[src/rtl/cfg_port_pkg.sv]
// Package: shared types for the configuration register port.
// Assumes: nothing beyond being compiled before the modules that import it.
package cfg_port_pkg;
    typedef enum logic {
        OP_READ  = 1'b0,
        OP_WRITE = 1'b1
    } op_e;
endpackage

[src/rtl/cfg_addr_decode.sv]
// Module: compares one address against a contiguous range of COUNT words
// that starts at BASE, and gives a one-hot-or-zero hit vector.
// Assumes: BASE + COUNT - 1 fits in AW bits.
module cfg_addr_decode #(
    parameter int AW    = 4,
    parameter int COUNT = 1,
    parameter int BASE  = 0
) (
    input  logic [AW-1:0]    addr,
    output logic [COUNT-1:0] hit
);
    // One comparator for each word in the range.
    for (genvar i = 0; i < COUNT; i++) begin : g_cmp
        assign hit[i] = (addr == AW'(BASE + i));
    end
endmodule

[src/rtl/cfg_port_ctrl.sv]
// Module: decides which requests are accepted and produces the one-cycle
// acknowledge.
// Assumes: a request that arrives while the acknowledge is high is dropped.
module cfg_port_ctrl
    import cfg_port_pkg::*;
(
    input  logic clk,
    input  logic rst_n,
    input  logic req_en,
    input  logic req_wr,
    output logic wr_accept,
    output logic rd_accept,
    output logic ack
);
    logic accept;
    op_e  op;

    // Classify the request and gate it with the busy (ack) state.
    always_comb begin
        op        = op_e'(req_wr);
        accept    = req_en & ~ack;
        wr_accept = accept & (op == OP_WRITE);
        rd_accept = accept & (op == OP_READ);
    end

    // The acknowledge follows each accepted request by one cycle.
    always_ff @(posedge clk) begin
        if (!rst_n) ack <= 1'b0;
        else        ack <= accept;
    end
endmodule

[src/rtl/cfg_rw_bank.sv]
// Module: stored configuration words with parameter preset values; their
// outputs drive the controlled logic continuously.
// Assumes: hit is one-hot or zero.
module cfg_rw_bank #(
    parameter int              DW   = 16,
    parameter int              NUM  = 4,
    parameter logic [NUM*DW-1:0] INIT = '0
) (
    input  logic              clk,
    input  logic              rst_n,
    input  logic              wr_accept,
    input  logic [NUM-1:0]    hit,
    input  logic [DW-1:0]     wdata,
    output logic [NUM*DW-1:0] words
);
    for (genvar i = 0; i < NUM; i++) begin : g_word
        logic [DW-1:0] q;
        // Load the preset on reset, otherwise take an addressed write.
        always_ff @(posedge clk) begin
            if (!rst_n)                  q <= INIT[i*DW +: DW];
            else if (wr_accept && hit[i]) q <= wdata;
        end
        assign words[i*DW +: DW] = q;
    end
endmodule

[src/rtl/cfg_read_mux.sv]
// Module: selects the word for a read and registers it, so that it is valid
// in the acknowledge cycle and zero at all other times.
// Assumes: configuration and status ranges do not overlap.
module cfg_read_mux #(
    parameter int DW     = 16,
    parameter int NUM_RW = 4,
    parameter int NUM_RO = 2
) (
    input  logic                 clk,
    input  logic                 rst_n,
    input  logic                 rd_accept,
    input  logic [NUM_RW-1:0]    rw_hit,
    input  logic [NUM_RW*DW-1:0] rw_words,
    input  logic [NUM_RO-1:0]    ro_hit,
    input  logic [NUM_RO*DW-1:0] ro_words,
    output logic [DW-1:0]        rdata
);
    logic [DW-1:0] sel;

    // OR together the hit words; unmapped and enable-only addresses give zero.
    always_comb begin
        sel = '0;
        for (int i = 0; i < NUM_RW; i++)
            if (rw_hit[i]) sel = sel | rw_words[i*DW +: DW];
        for (int j = 0; j < NUM_RO; j++)
            if (ro_hit[j]) sel = sel | ro_words[j*DW +: DW];
    end

    // Capture on an accepted read, clear otherwise.
    always_ff @(posedge clk) begin
        if (!rst_n)         rdata <= '0;
        else if (rd_accept) rdata <= sel;
        else                rdata <= '0;
    end
endmodule

[src/rtl/cfg_reg_port.sv]
// Module: top of the run-time configuration register port. It holds the
// configuration words, returns status words, and turns function-enable
// writes into one-cycle pulses.
// Assumes: clk is the only clock; rst_n is synchronous and active low.
module cfg_reg_port #(
    parameter int AW      = 4,
    parameter int DW      = 16,
    parameter int NUM_RW  = 4,
    parameter int RW_BASE = 0,
    parameter int NUM_RO  = 2,
    parameter int RO_BASE = 4,
    parameter int NUM_WO  = 2,
    parameter int WO_BASE = 5,
    parameter logic [NUM_RW*DW-1:0] RW_INIT = 64'h4444_3333_2222_1111
) (
    input  logic                 clk,
    input  logic                 rst_n,
    input  logic                 req_en,
    input  logic                 req_wr,
    input  logic [AW-1:0]        req_addr,
    input  logic [DW-1:0]        wdata,
    output logic [DW-1:0]        rdata,
    output logic                 ack,
    output logic [NUM_RW*DW-1:0] cfg_bits,
    input  logic [NUM_RO*DW-1:0] status_in,
    output logic [NUM_WO*DW-1:0] enable_pulse
);
    logic              wr_accept;
    logic              rd_accept;
    logic [NUM_RW-1:0] rw_hit;
    logic [NUM_RO-1:0] ro_hit;
    logic [NUM_WO-1:0] wo_hit;

    cfg_port_ctrl u_ctrl (
        .clk       (clk),
        .rst_n     (rst_n),
        .req_en    (req_en),
        .req_wr    (req_wr),
        .wr_accept (wr_accept),
        .rd_accept (rd_accept),
        .ack       (ack)
    );

    cfg_addr_decode #(.AW(AW), .COUNT(NUM_RW), .BASE(RW_BASE)) u_dec_rw (
        .addr (req_addr),
        .hit  (rw_hit)
    );

    cfg_addr_decode #(.AW(AW), .COUNT(NUM_RO), .BASE(RO_BASE)) u_dec_ro (
        .addr (req_addr),
        .hit  (ro_hit)
    );

    cfg_addr_decode #(.AW(AW), .COUNT(NUM_WO), .BASE(WO_BASE)) u_dec_wo (
        .addr (req_addr),
        .hit  (wo_hit)
    );

    cfg_rw_bank #(.DW(DW), .NUM(NUM_RW), .INIT(RW_INIT)) u_bank (
        .clk       (clk),
        .rst_n     (rst_n),
        .wr_accept (wr_accept),
        .hit       (rw_hit),
        .wdata     (wdata),
        .words     (cfg_bits)
    );

    cfg_read_mux #(.DW(DW), .NUM_RW(NUM_RW), .NUM_RO(NUM_RO)) u_rmux (
        .clk       (clk),
        .rst_n     (rst_n),
        .rd_accept (rd_accept),
        .rw_hit    (rw_hit),
        .rw_words  (cfg_bits),
        .ro_hit    (ro_hit),
        .ro_words  (status_in),
        .rdata     (rdata)
    );

    for (genvar k = 0; k < NUM_WO; k++) begin : g_pulse
        logic [DW-1:0] p;
        // Drive the write data for one cycle on the hit enable word.
        always_ff @(posedge clk) begin
            if (!rst_n)                     p <= '0;
            else if (wr_accept && wo_hit[k]) p <= wdata;
            else                            p <= '0;
        end
        assign enable_pulse[k*DW +: DW] = p;
    end
endmodule

[config.mk]
export PLATFORM = sky130hd
export DESIGN_NAME = cfg_reg_port
export DESIGN_NICKNAME = d
export VERILOG_FILES = /design/src/rtl/cfg_port_pkg.sv /design/src/rtl/cfg_addr_decode.sv /design/src/rtl/cfg_port_ctrl.sv /design/src/rtl/cfg_rw_bank.sv /design/src/rtl/cfg_read_mux.sv /design/src/rtl/cfg_reg_port.sv
export SDC_FILE = /design/constraint.sdc
export NUM_CORES = 1
export LEC_CHECK = 0
export BUFFER_PORTS_ARGS = -buffer_cell sky130_fd_sc_hd__buf_2
export CAP_MARGIN = 10
export CORE_MARGIN = 1.5
export CORE_UTILIZATION = 45
export DETAILED_ROUTE_END_ITERATION = 7
export GPL_TIMING_DRIVEN = 0
export PLACE_DENSITY = 0.79
export SLEW_MARGIN = 5
export SYNTH_ARGS = -nofsm -noshare
export SYNTH_HDL_FRONTEND = slang
export SYNTH_SLANG_ARGS = --single-unit
[constraint.sdc]
create_clock -name clk -period 1.85 [get_ports clk]
set_clock_uncertainty 0.2 [all_clocks]
set_input_delay 0.0925 -clock clk [delete_from_list [all_inputs] [get_ports clk]]
set_output_delay 0.0925 -clock clk [all_outputs]
set_load 0.03 [all_outputs]
==> After elaboration in Yosys (flattened, before gate mapping) <==
Cells that the tools add are included.
{ "op_classes": {"eq_ne": 6, "mux": 6, "n_bitwise": 10, "reduce_logical": 10} }
{ "ops": {"columns": ["cell", "n"], "rows": [
  ["$mux W16", 6],
  ["$or A16 B16 Y16", 5],
  ["$eq A4 B3 Y1 const B", 3],
  ["$eq A4 B2 Y1 const B", 2],
  ["$logic_and A1 B1 Y1", 6],
  ["$reduce_and A2 Y1", 3],
  ["$eq A4 B1 Y1 const B", 1],
  ["$logic_not A4 Y1", 1],
  ["$and A1 B1 Y1", 3],
  ["$not A1 Y1", 2]
]} }
{ "totals": {"regBits": 113, "inputBits": 56, "out_inout_bits": 113, "word_cells": 40} }

==> Logic depth before layout (Yosys ltp) <==
Gate-level depths: netlist (run 1).
{ "depth": {"word_depth": 12, "depth_mapped": 5, "mapped_depth_nobuf": 3} }

==> Hierarchy <==
A second synthesis (run 1) with hierarchy kept.
{ "unflattened": {"hier_cells": 446, "area_unflattened_um2": 4523.1} }
{ "by_module_without_submodules": {"columns": ["module", "n_inst", "cells_per_inst", "area_each_um2", "seq_area_each_um2"], "rows": [
  ["cfg_rw_bank", 1, 268, 2454.9, 1281.2],
  ["cfg_reg_port", 1, 72, 979.7, 640.6],
  ["cfg_read_mux", 1, 94, 949.7, 320.3],
  ["cfg_port_ctrl", 1, 4, 50.0, 20.0],
  ["cfg_addr_decode (u_dec_rw)", 1, 4, 36.3, 0.0],
  ["cfg_addr_decode (u_dec_ro)", 1, 2, 27.5, 0.0],
  ["cfg_addr_decode (u_dec_wo)", 1, 2, 25.0, 0.0]
]} }

==> Least setup slack after synthesis (run 1) <==
OpenSTA, ideal clock, no wires.
{ "synth_timing": {"path_type": "register to register", "from": "reg u_ctrl.ack", "to": "reg g_pulse[1].p[10]", "setup_ps": 59, "t_arrival_ps": 1538, "required_time_ps": 1591, "path_slack_ps": 53, "path_stages_with_launch": 5, "n_path_buf": 1, "synth_period_minus_slack_ps": 1797, "cell_sequence": "dfxtp_1 nand3b_1 nor4_1 clkbuf_1 and2_1"} }
{ "synth_via": {"elab_chain_len": 5} }
{ "synth_rtl": {"columns": ["element", "line", "rtl"], "rows": [
  ["from (decl)", "cfg_port_ctrl.sv:13", "output logic ack"],
  ["from (signal assigned)", "cfg_port_ctrl.sv:29", "else ack <= accept;"],
  ["$not A1 Y1", "cfg_port_ctrl.sv:21", "accept = req_en & ~ack;"],
  ["$and A1 B1 Y1", "cfg_port_ctrl.sv:21", null],
  ["$and A1 B1 Y1", "cfg_port_ctrl.sv:22", "wr_accept = accept & (op == OP_WRITE);"],
  ["$logic_and A1 B1 Y1", "cfg_reg_port.sv:84", "else if (wr_accept && wo_hit[k]) p <= wdata;"],
  ["$reduce_and A2 Y1 (no line)", null, null],
  ["to (signal assigned)", "cfg_reg_port.sv:84", null],
  ["to (decl)", "cfg_reg_port.sv:80", "logic [DW-1:0] p;"]
]} }
No other way between the ends.
A chain may end at the register's enable or synchronous reset.

==> Final worst setup path (run 1) <==
{ "layout_timing": {"from": "reg u_ctrl.ack", "to": "reg u_bank.g_word[2].q[12]"} }
{ "layout_via": {"elab_chain_len": 4} }
{ "layout_rtl": {"columns": ["element", "line", "rtl"], "rows": [
  ["$not A1 Y1", "cfg_port_ctrl.sv:21", null],
  ["$and A1 B1 Y1", "cfg_port_ctrl.sv:21", null],
  ["$and A1 B1 Y1", "cfg_port_ctrl.sv:22", null],
  ["$logic_and A1 B1 Y1", "cfg_rw_bank.sv:21", "else if (wr_accept && hit[i]) q <= wdata;"],
  ["to (signal assigned)", "cfg_rw_bank.sv:20", "if (!rst_n) q <= INIT[i*DW +: DW];"],
  ["to (signal assigned)", "cfg_rw_bank.sv:21", null],
  ["to (decl)", "cfg_rw_bank.sv:17", "logic [DW-1:0] q;"]
]} }
No other way between the ends.

==> results of run 1 <==
-- path summary, 6_finish.rpt --
kind,depth (start not counted),from,endpoint
worst max-delay path,5,u_ctrl.ack$_SDFF_PN0_,u_bank.g_word[2].q[12]$_SDFFE_PN1P_
worst min-delay path,4,req_addr[0],u_bank.g_word[3].q[1]$_SDFFE_PN0P_
worst max register to register,5,u_ctrl.ack$_SDFF_PN0_,u_bank.g_word[2].q[12]$_SDFFE_PN1P_
worst min register to register,2,u_bank.g_word[0].q[2]$_SDFFE_PN0P_,u_bank.g_word[0].q[2]$_SDFFE_PN0P_
-- metal layers --
layer	share of wire (%)	global-route usage [%]
met5	0	0
met4	5.5	19.4
met3	9.3	7.46
met2	47	47.4
met1	38	33.0
-- cells in the mapped netlist, drive strengths merged --
cell type | number | area (um^2)
mux2i | 64 | 641
nand4b | 1 | 8.76
nor2 | 17 | 63.8
inv | 2 | 7.51
or2 | 1 | 6.26
mux2 | 48 | 541
and2 | 32 | 200
and4b | 1 | 10.0
nor3b | 2 | 15.0
and4 | 1 | 8.76
nand3b | 2 | 15.0
nand4 | 1 | 21.3
nor2b | 32 | 200
nor4 | 1 | 6.26
dfxtp | 113 | 2260
nand3 | 1 | 10.0
a222oi | 16 | 160
nor4b | 2 | 38.8
clkbuf | 15 | 56.3
nor3 | 1 | 5.00
nand2 | 60 | 225
buf | 16 | 97.6
-- repair_timing --
action | in CTS | in global routing
hold buffers | 58 | 0
pin swaps | 2 | 2
endpoints found under the hold margin | 113 | 0
gates resized for setup | 6 | 10
setup buffers | 3 | 4
endpoints found under the setup margin | 37 | 54
-- metrics by stage --
stage	instances	setup slack, ns	total power, W
4_1_cts	819	0.0255	0.00606
6_report	823	0.0155	0.00610
3_3_place_gp	727	-0.430	0.00290
2_1_floorplan	429	0.0531	0.00275
5_1_grt	823	-0.0320	0.00625
3_5_place_dp	727	-0.488	0.00291
-- cell type report --
type / count / area, um^2 / area share [%]
buffer: 29 / 168 / 2.45
sequential: 113 / 2260 / 33.1
clock inverter: 11 / 113 / 1.65
clock buffer: 21 / 449 / 6.57
tap: 133 / 166 / 2.43
multi-input combinational: 283 / 2210 / 32.4
antenna: 1 / 2.50 / 0.0366
inverter: 2 / 7.51 / 0.110
timing repair buffer: 230 / 1460 / 21.3
-- power groups by stage --
stage	logic [W]	clock network, W	registers [W]
floorplan	0.000207	0	0.00254
global placement	0.000385	0	0.00251
detailed placement	0.000396	0	0.00251
CTS	0.000502	0.00310	0.00246
global route	0.000558	0.00323	0.00246
finish	0.000535	0.00310	0.00246
-- kinds of logic (layout without fill, tap and decap cells) --
family,count (synthesis),count (layout),synth area share [%]
AOI/OAI and AO/OA,16,16,3.48
buffers and inverters,33,293,3.51
and+or+nand+nor,155,155,18.1
other,0,1,0
DFF,113,113,49.2
muxes,112,112,25.7
-- sequential cells by signal, indices dropped and copies added, names as in the netlist --
signal	flops
u_bank.g_word.q	64
g_pulse.p	32
u_rmux.rdata	16
u_ctrl.ack	1
-- critical path: cells and delay by family, from the launching register on --
kind,cells,cell delay (ns)
buffers and inverters,2,0.40
muxes,1,0.24
and+or+nand+nor,2,0.56
DFF,1,0.35
==> results.txt, run 1 <==
Status -> completed
Post-synthesis sequential area ratio -> 49.2%
Worst Max-Slew Pin Slew -> 1.04 ns
Largest net degree at the start of global routing -> 17
CP peak stage delay -> 0.35 ns
H-Tree Level Count -> 4
Syn Inst Count -> 429
Final min period -> 1.83 ns
Worst Hold Class -> in2reg
Drt first pass iters -> 5
Most common cell after layout, fill and taps aside -> buf_2
CP required -> 2.08 ns
GRT Resource Usage Total -> 28.9%
DRT Wirelength -> 16100 um
Total CTS buffers -> 17
Number of global-route vias before repair -> 4504
Die Ht -> 104 um
Clock slew at reported path FFs -> 0.06 ns
Total gr overflow -> 0
Max Cap Viol -> 0
Syn_nets -> 485
Post-Route Utilization -> 69.3%
Port Buffers -> 165
Pleak -> 3.25 nW
Placed Area -> 5590 um^2
Placer Congestion -> 0.857
Comb power frac -> 8.8%
FF-to-FF setup slack -> 0.02 ns
Die W -> 104 um
Relative slew slack -> 30.1%
Synth Register Bits -> 113
Layout net count -> 732
Critical path's slowest cell -> dfxtp_1
Synth cell types -> 26
Fraction of layout cells with a size suffix above 1 -> 39.8%
Hold_ws -> 0.0244 ns
Core Area -> 9860 um^2
Sum Neg Setup Slack -> 0 ns
Area grow syn2layout -> 48.7%
Final Hold Viols -> 0
Drt via density -> 5.43
Clk buf depth -> 2
Initial Utilization -> 46.6%
Most frequent cells in the layout -> buf_2, dfxtp_1, mux2i_1, nand2_1, dlygate4sd3_1
CP max FO -> 10
CP Launch Type -> flop
Crit path kind -> reg2reg
Root Buffer -> clkbuf_8
Max-slew violation count -> 0
Clk_lat worst skew -> 0.51 ns
CTS tree -> done
Power Density -> 891 nW/um^2
First-pass GRT wire length -> 24000 um
Final Cell Area -> 6840 um^2
CP Data Arrival Time -> 2.06 ns
Fmax -> 545 MHz
Synth Area per Inst -> 10.7 um^2
Reg power frac -> 40.4%
Period utilisation layout -> 99.2%
Vias -> 4469
Initial antenna violation count -> 1
Layout fillers -> 721
Row cnt -> 36
I/O Pins -> 169
Synthesis Warnings -> 0
Worst vdd ir -> 0.446 mV
Post-DP HPWL -> 9890 um
Sw Share -> 23.3%
Setup violations, final -> 0
Crit. End Element -> flop
Cells along the critical path -> nor4b_4, and4b_1, buf_2, buf_6, mux2i_1
Antenna violation net count after detailed routing -> 0
# clock sinks -> 113
Die area -> 10800 um^2
Clock Power Share -> 50.8%
Synth Cell Area -> 4600 um^2
DRC viols -> 0
Drt wl/cell -> 19.6 um
Sw power -> 0.00142 W
Internal power -> 0.00468 W
Iter 0 DRT Violations -> 456
No activity file was read; power rests on OpenSTA's default activity.
==> inputs of run 2 (changes only) <==
--- a/config.mk
+++ b/config.mk
@@ -5,13 +5,14 @@
 export SDC_FILE = /design/constraint.sdc
 export NUM_CORES = 1
 export LEC_CHECK = 0
+export ABC_AREA = 1
 export BUFFER_PORTS_ARGS = -buffer_cell sky130_fd_sc_hd__buf_2
 export CAP_MARGIN = 10
-export CORE_MARGIN = 1.5
 export CORE_UTILIZATION = 45
 export DETAILED_ROUTE_END_ITERATION = 7
 export GPL_TIMING_DRIVEN = 0
-export PLACE_DENSITY = 0.79
+export PLACE_DENSITY = 0.8
+export SKIP_CTS_REPAIR_TIMING = 1
 export SLEW_MARGIN = 5
 export SYNTH_ARGS = -nofsm -noshare
 export SYNTH_HDL_FRONTEND = slang
==> run 2 against run 1 <==
The run now ends with hold timing left. Total power rose by 0.63%. Non-clock buffer count rose by 1. Largest power group unchanged. Sequential power barely moved. Cell count rose by 17%. Critical path depth rose by 3. Sequential cell count did not move. Sequential share of layout area rose by 1.6 points. Clock power rose by 2%.
==> results.txt, run 2 <==
DRT Wirelength -> 17100 um
Root Buffer -> clkbuf_8
Final min period -> 1.76 ns
Worst setup path startpoint -> req_addr[1]
Max reg flops -> 64
Initial antenna violation count -> 0
Port Buffers -> 168
Asr flop ratio synth -> 0%
Top flop regs -> u_bank.g_word.q x64, g_pulse.p x32, u_rmux.rdata x16
Layout fillers -> 776
Most frequent cells in the layout -> buf_2, nor2_1, dfxtp_1, nand3_1, nand2_1
Period utilisation layout -> 95.2%
Antenna cells -> 0
Top FF cell, synth -> dfxtp_1
Area leader, netlist -> dfxtp_1
Largest Register -> u_bank.g_word.q
Synth top area share -> 51.7%
CP Data Arrival Time -> 2.01 ns
Syn Inst Count -> 582
Fmax -> 568 MHz
Total CTS buffers -> 17
Most common cell after layout, fill and taps aside -> buf_2
Total gr overflow -> 0
Post-Place Cells -> 879
Drt wl/cell -> 17.7 um
Crit. End Element -> flop
Clock slew at reported path FFs -> 0.06 ns
Worst Max-Slew Pin Slew -> 0.586 ns
Clk_lat worst skew -> 0.52 ns
Iter 0 DRT Violations -> 381
Fraction of layout cells with a size suffix above 1 -> 28.0%
Synth Area per Inst -> 7.52 um^2
CP Launch Type -> input pin
CP max FO -> 10
Pleak -> 3.35 nW
Finished Layout Cells -> 965
R2R cell count -> 6
Synthesis Warnings -> 0
Die W -> 101 um
Post-synthesis sequential area ratio -> 51.7%
FF-to-FF setup slack -> 0.18 ns
Failing checks -> hold timing
Placer Congestion -> 0.960
Worst vdd ir -> 0.856 mV
Worst setup path end -> u_rmux.rdata[3]$_SDFF_PN0_
Final Hold Viols -> 3
Setup violations, final -> 0
Number of global-route vias before repair -> 4452
First-pass GRT wire length -> 23100 um
Syn_nets -> 638
Initial Utilization -> 46.9%
Worst Hold Class -> in2reg
Layout net count -> 879
Max Cap Viol -> 0
Vias -> 5087
Reg2Reg Launch Point -> u_ctrl.ack$_SDFF_PN0_
H-Tree Level Count -> 4
Hold_ws -> -0.0357 ns
Synth Register Bits -> 113
Power Density -> 942 nW/um^2
Most frequent cell after synthesis -> nor2_1
Clk buf depth -> 2
Storage element area -> 2260 um^2
Number of enable flip-flop cells after synthesis -> 0
Status -> complete, but fails checks
Post-DP HPWL -> 11300 um
Commonest cells in the netlist -> nor2_1, dfxtp_1, nand3_1, nand2_1, inv_1
Reg2reg end -> g_pulse[0].p[6]$_SDFF_PN0_
Core Area -> 9330 um^2
GRT Resource Usage Total -> 30.9%
DRC viols -> 0
Die area -> 10100 um^2
Largest net degree at the start of global routing -> 17
Post-Route Utilization -> 69.9%
CTS tree -> done
Synth cell types -> 15
Area of the multi-input gates -> 1800 um^2
Relative slew slack -> 61.0%
Drt first pass iters -> 5
Die Ht -> 101 um
Drt via density -> 5.27
RSZ-0062 raised after global routing -> yes
Antenna violation net count after detailed routing -> 0
Hold path startpoint -> req_addr[0]
Crit path kind -> in2reg
Synth Cell Area -> 4380 um^2
CP required -> 2.10 ns
Row cnt -> 35
I/O Pins -> 169
Area grow syn2layout -> 48.8%
# clock sinks -> 113
Top cells by area, synth -> dfxtp_1, nand3_1, nor2_1
Max-slew violation count -> 0
## run 2: changes by cell type in the layout (fill, tap and decap cells not counted), sizes merged, moves of 20 or more
cell / delta
a21oi: +28
mux2i: -64
o211ai: +20
and2: -32
nor2b: -32
o21ai: +44
nand3: +102
inv: +43
mux2: -48
nor2: +104
## run 2: cell type report
type | count | share of cell area [%]
Timing Repair Buffer | 223 | 21.4
Clock buffer | 18 | 6.41
Tap cell | 129 | 2.48
Inverter | 42 | 2.42
Buffer | 37 | 2.55
Clock inverter | 14 | 2.42
Sequential cell | 113 | 34.7
Multi-Input combinational cell | 389 | 27.6
## run 2: metal layers
layer / track usage [%] / part of all wire (%)
met3: 7.35 / 10
met5: 0 / 0
met4: 10.5 / 1.8
met2: 51.8 / 49
met1: 39.0 / 39
## run 2: critical path, cell delays in order
cell	delay, ns
dlygate4sd3_1	0.54
buf_2	0.17
nor2_2	0.28
clkbuf_1	0.42
nand3_1	0.13
nand2_1	0.16
nor2_1	0.07
a21oi_1	0.14
## run 2: worst min path at each step
stage / to / cells after the start / slack, ns
after floorplan: u_bank.g_word[1].q[12]$_SDFFE_PN0P_ / 2 / 0.03
after global placement: u_bank.g_word[2].q[14]$_SDFFE_PN0P_ / 3 / 0.16
after detailed placement: u_bank.g_word[2].q[14]$_SDFFE_PN0P_ / 3 / 0.16
after CTS: u_bank.g_word[2].q[14]$_SDFFE_PN0P_ / 3 / -0.36
after global routing: u_bank.g_word[1].q[15]$_SDFFE_PN0P_ / 7 / 0.02
final: u_bank.g_word[1].q[15]$_SDFFE_PN0P_ / 7 / -0.04
## run 2: cell families (layout without fill, tap and decap cells)
| logic type | after synthesis | after routing | share of synthesized area [%] |
|---|---|---|---|
| simple gates | 297 | 297 | 29.3 |
| buf+inv | 80 | 334 | 7.40 |
| flops | 113 | 113 | 51.7 |
| compound gates | 92 | 92 | 11.7 |
## run 2: per-stage QoR
step                      total power, W  hold WS, ns  instance area [um^2]  TNS (ns)  setup slack [ns]
after floorplan                  0.00274       0.0274                  4380         0             0.209
after global placement           0.00291        0.159                  5380         0            0.0980
after detailed placement         0.00292        0.161                  5380         0            0.0520
after CTS                        0.00601       -0.363                  5960         0            0.0318
after global routing             0.00630       0.0150                  6520   -0.0160          -0.00795
final                            0.00614      -0.0357                  6520         0            0.0886
## run 2: where the power goes
part / total (W) / switching (W) / internal (W)
combinational: 0.000510 / 0.000318 / 0.000192
clock: 0.00315 / 0.00122 / 0.00193
sequential: 0.00247 / 0.0000168 / 0.00246
total: 0.00614 / 0.00155 / 0.00458
==> inputs of run 3 (changes only) <==
--- a/config.mk
+++ b/config.mk
@@ -8,10 +8,10 @@
 export ABC_AREA = 1
 export BUFFER_PORTS_ARGS = -buffer_cell sky130_fd_sc_hd__buf_2
 export CAP_MARGIN = 10
-export CORE_UTILIZATION = 45
+export CORE_UTILIZATION = 44
 export DETAILED_ROUTE_END_ITERATION = 7
 export GPL_TIMING_DRIVEN = 0
-export PLACE_DENSITY = 0.8
+export PLACE_DENSITY = 0.78
 export SKIP_CTS_REPAIR_TIMING = 1
 export SLEW_MARGIN = 5
 export SYNTH_ARGS = -nofsm -noshare
==> run 3 against run 2 <==
The flow now finishes without violations. Critical path depth unchanged. Utilization decreased by 2.7 points. Global-route usage decreased by 0.93 points. Clock power increased by 3%. Register-to-register slack got worse by 0.07 ns. Sequential power about the same. Worst setup slack improved by 0.0074 ns. Via count unchanged. Combinational power decreased by 2%. Design area increased by 0.25%. Highest routed layer unchanged.
==> results.txt, run 3 (same netlist as run 2, synthesis figures left out) <==
Cells along the critical path -> dlygate4sd3_1, buf_2, nor2_2, clkbuf_1, nand3_1, nand2_1, nor2_1, a21oi_1
Die Ht -> 102 um
Iter 0 DRT Violations -> 424
Largest Register -> u_bank.g_word.q
Worst vdd ir -> 0.694 mV
Initial antenna violation count -> 0
Reg power frac -> 39.8%
Internal power -> 0.00461 W
Die area -> 10400 um^2
Drt wl/cell -> 17.3 um
Pleak -> 3.37 nW
Worst Hold Class -> in2reg
Finished Layout Cells -> 970
Max-slew violation count -> 0
Period utilisation layout -> 94.8%
Crit. End Element -> flop
Antenna violation net count after detailed routing -> 0
Setup ws final -> 0.0960 ns
RSZ-0062 raised after global routing -> no
Area of the multi-input gates -> 1800 um^2
# clock sinks -> 113
Relative slew slack -> 58.6%
Row cnt -> 36
Worst Max-Slew Pin Slew -> 0.621 ns
Crit path kind -> in2reg
Critical path's slowest cell -> dlygate4sd3_1
CTS tree -> done
Storage element area -> 2260 um^2
Most frequent cells in the layout -> buf_2, nor2_1, dfxtp_1, nand3_1, nand2_1
Area grow syn2layout -> 49.2%
DRC viols -> 0
Top flop regs -> u_bank.g_word.q x64, g_pulse.p x32, u_rmux.rdata x16
Sum Neg Setup Slack -> 0 ns
First-pass GRT wire length -> 22700 um
Root Buffer -> clkbuf_8
Drt first pass iters -> 7
Power Density -> 952 nW/um^2
Status -> completed
CP required -> 2.10 ns
CP max FO -> 10
Number of global-route vias before repair -> 4292
Post-DP HPWL -> 11300 um
Antenna cells -> 0
Placed Area -> 5390 um^2
Placer Congestion -> 0.945
I/O Pins -> 169
Clock Power Share -> 52.2%
Drt via density -> 5.24
Fraction of layout cells with a size suffix above 1 -> 28.1%
Layout fillers -> 835
Setup slack at placement -> 0.0795 ns
Fmax -> 570 MHz
Layout net count -> 880
Max Cap Viol -> 0
Initial Utilization -> 45.0%
Post-Route Utilization -> 67.1%
Vias -> 5087
Port Buffers -> 168
CP Launch Type -> input pin
Total CTS buffers -> 17
Sw Share -> 25.9%
Die W -> 102 um
CP peak stage delay -> 0.53 ns
Sw power -> 0.00161 W
Largest net degree at the start of global routing -> 17
Clk_lat worst skew -> 0.52 ns
Final min period -> 1.75 ns
Clk buf depth -> 2
DRT Wirelength -> 16800 um
Post-Place Cells -> 883
Setup violations, final -> 0
Final Cell Area -> 6530 um^2
H-Tree Level Count -> 4
CP Data Arrival Time -> 2.00 ns
Max reg flops -> 64
Final Hold Viols -> 0
Most common cell after layout, fill and taps aside -> buf_2
Comb power frac -> 8.0%
GRT Resource Usage Total -> 30.0%
Core Area -> 9730 um^2
Clock slew at reported path FFs -> 0.06 ns
Total gr overflow -> 0
run 3: final timing paths:
path	cells after the start	from	slack, ns	to
worst min register to register	2	u_bank.g_word[3].q[14]$_SDFFE_PN1P_	0.30	u_bank.g_word[3].q[14]$_SDFFE_PN1P_
worst max-delay path	8	req_addr[0]	0.1	u_rmux.rdata[10]$_SDFF_PN0_
worst min-delay path	4	wdata[4]	0.17	u_bank.g_word[1].q[4]$_SDFFE_PN0P_
worst max register to register	7	u_ctrl.ack$_SDFF_PN0_	0.11	u_bank.g_word[2].q[4]$_SDFFE_PN1P_
run 3: metrics by stage:
stage | power (W) | hold WS, ns
6_report | 0.00622 | 0.172
3_3_place_gp | 0.00291 | 0.150
2_1_floorplan | 0.00274 | 0.0274
3_5_place_dp | 0.00292 | 0.164
5_1_grt | 0.00639 | 0.189
4_1_cts | 0.00612 | -0.375
run 3: critical path, delay by kind of cell:
family	cells	cell delay, ns
AND/OR/NAND/NOR	4	0.67
buffers and inverters	3	1.11
AO/OA/AOI/OAI	1	0.13
run 3: power by group through the flow:
stage	logic, W	registers (W)	clock network [W]
finish	0.000500	0.00247	0.00325
global route	0.000538	0.00248	0.00337
CTS	0.000393	0.00247	0.00326
detailed placement	0.000391	0.00253	0
global placement	0.000384	0.00253	0
floorplan	0.000172	0.00257	0
run 3: layer usage:
layer | GRT usage [%] | up-vias | wire length (um)
met1 | 39.1 | 2375 | 6890
met2 | 47.9 | 277 | 8050
met5 | 0 | - | 0
met3 | 7.38 | 38 | 1450
met4 | 11.3 | 0 | 380
li1 | - | 2397 | -
run 3: cell type report:
cell class	instances	area share, %
clock buffers	17	6.34
well taps	133	2.55
multi-input cells	389	27.5
inverters	42	2.41
clock inverters	15	2.66
plain buffers	38	2.60
flip-flops and latches	113	34.6
repair buffers	223	21.3
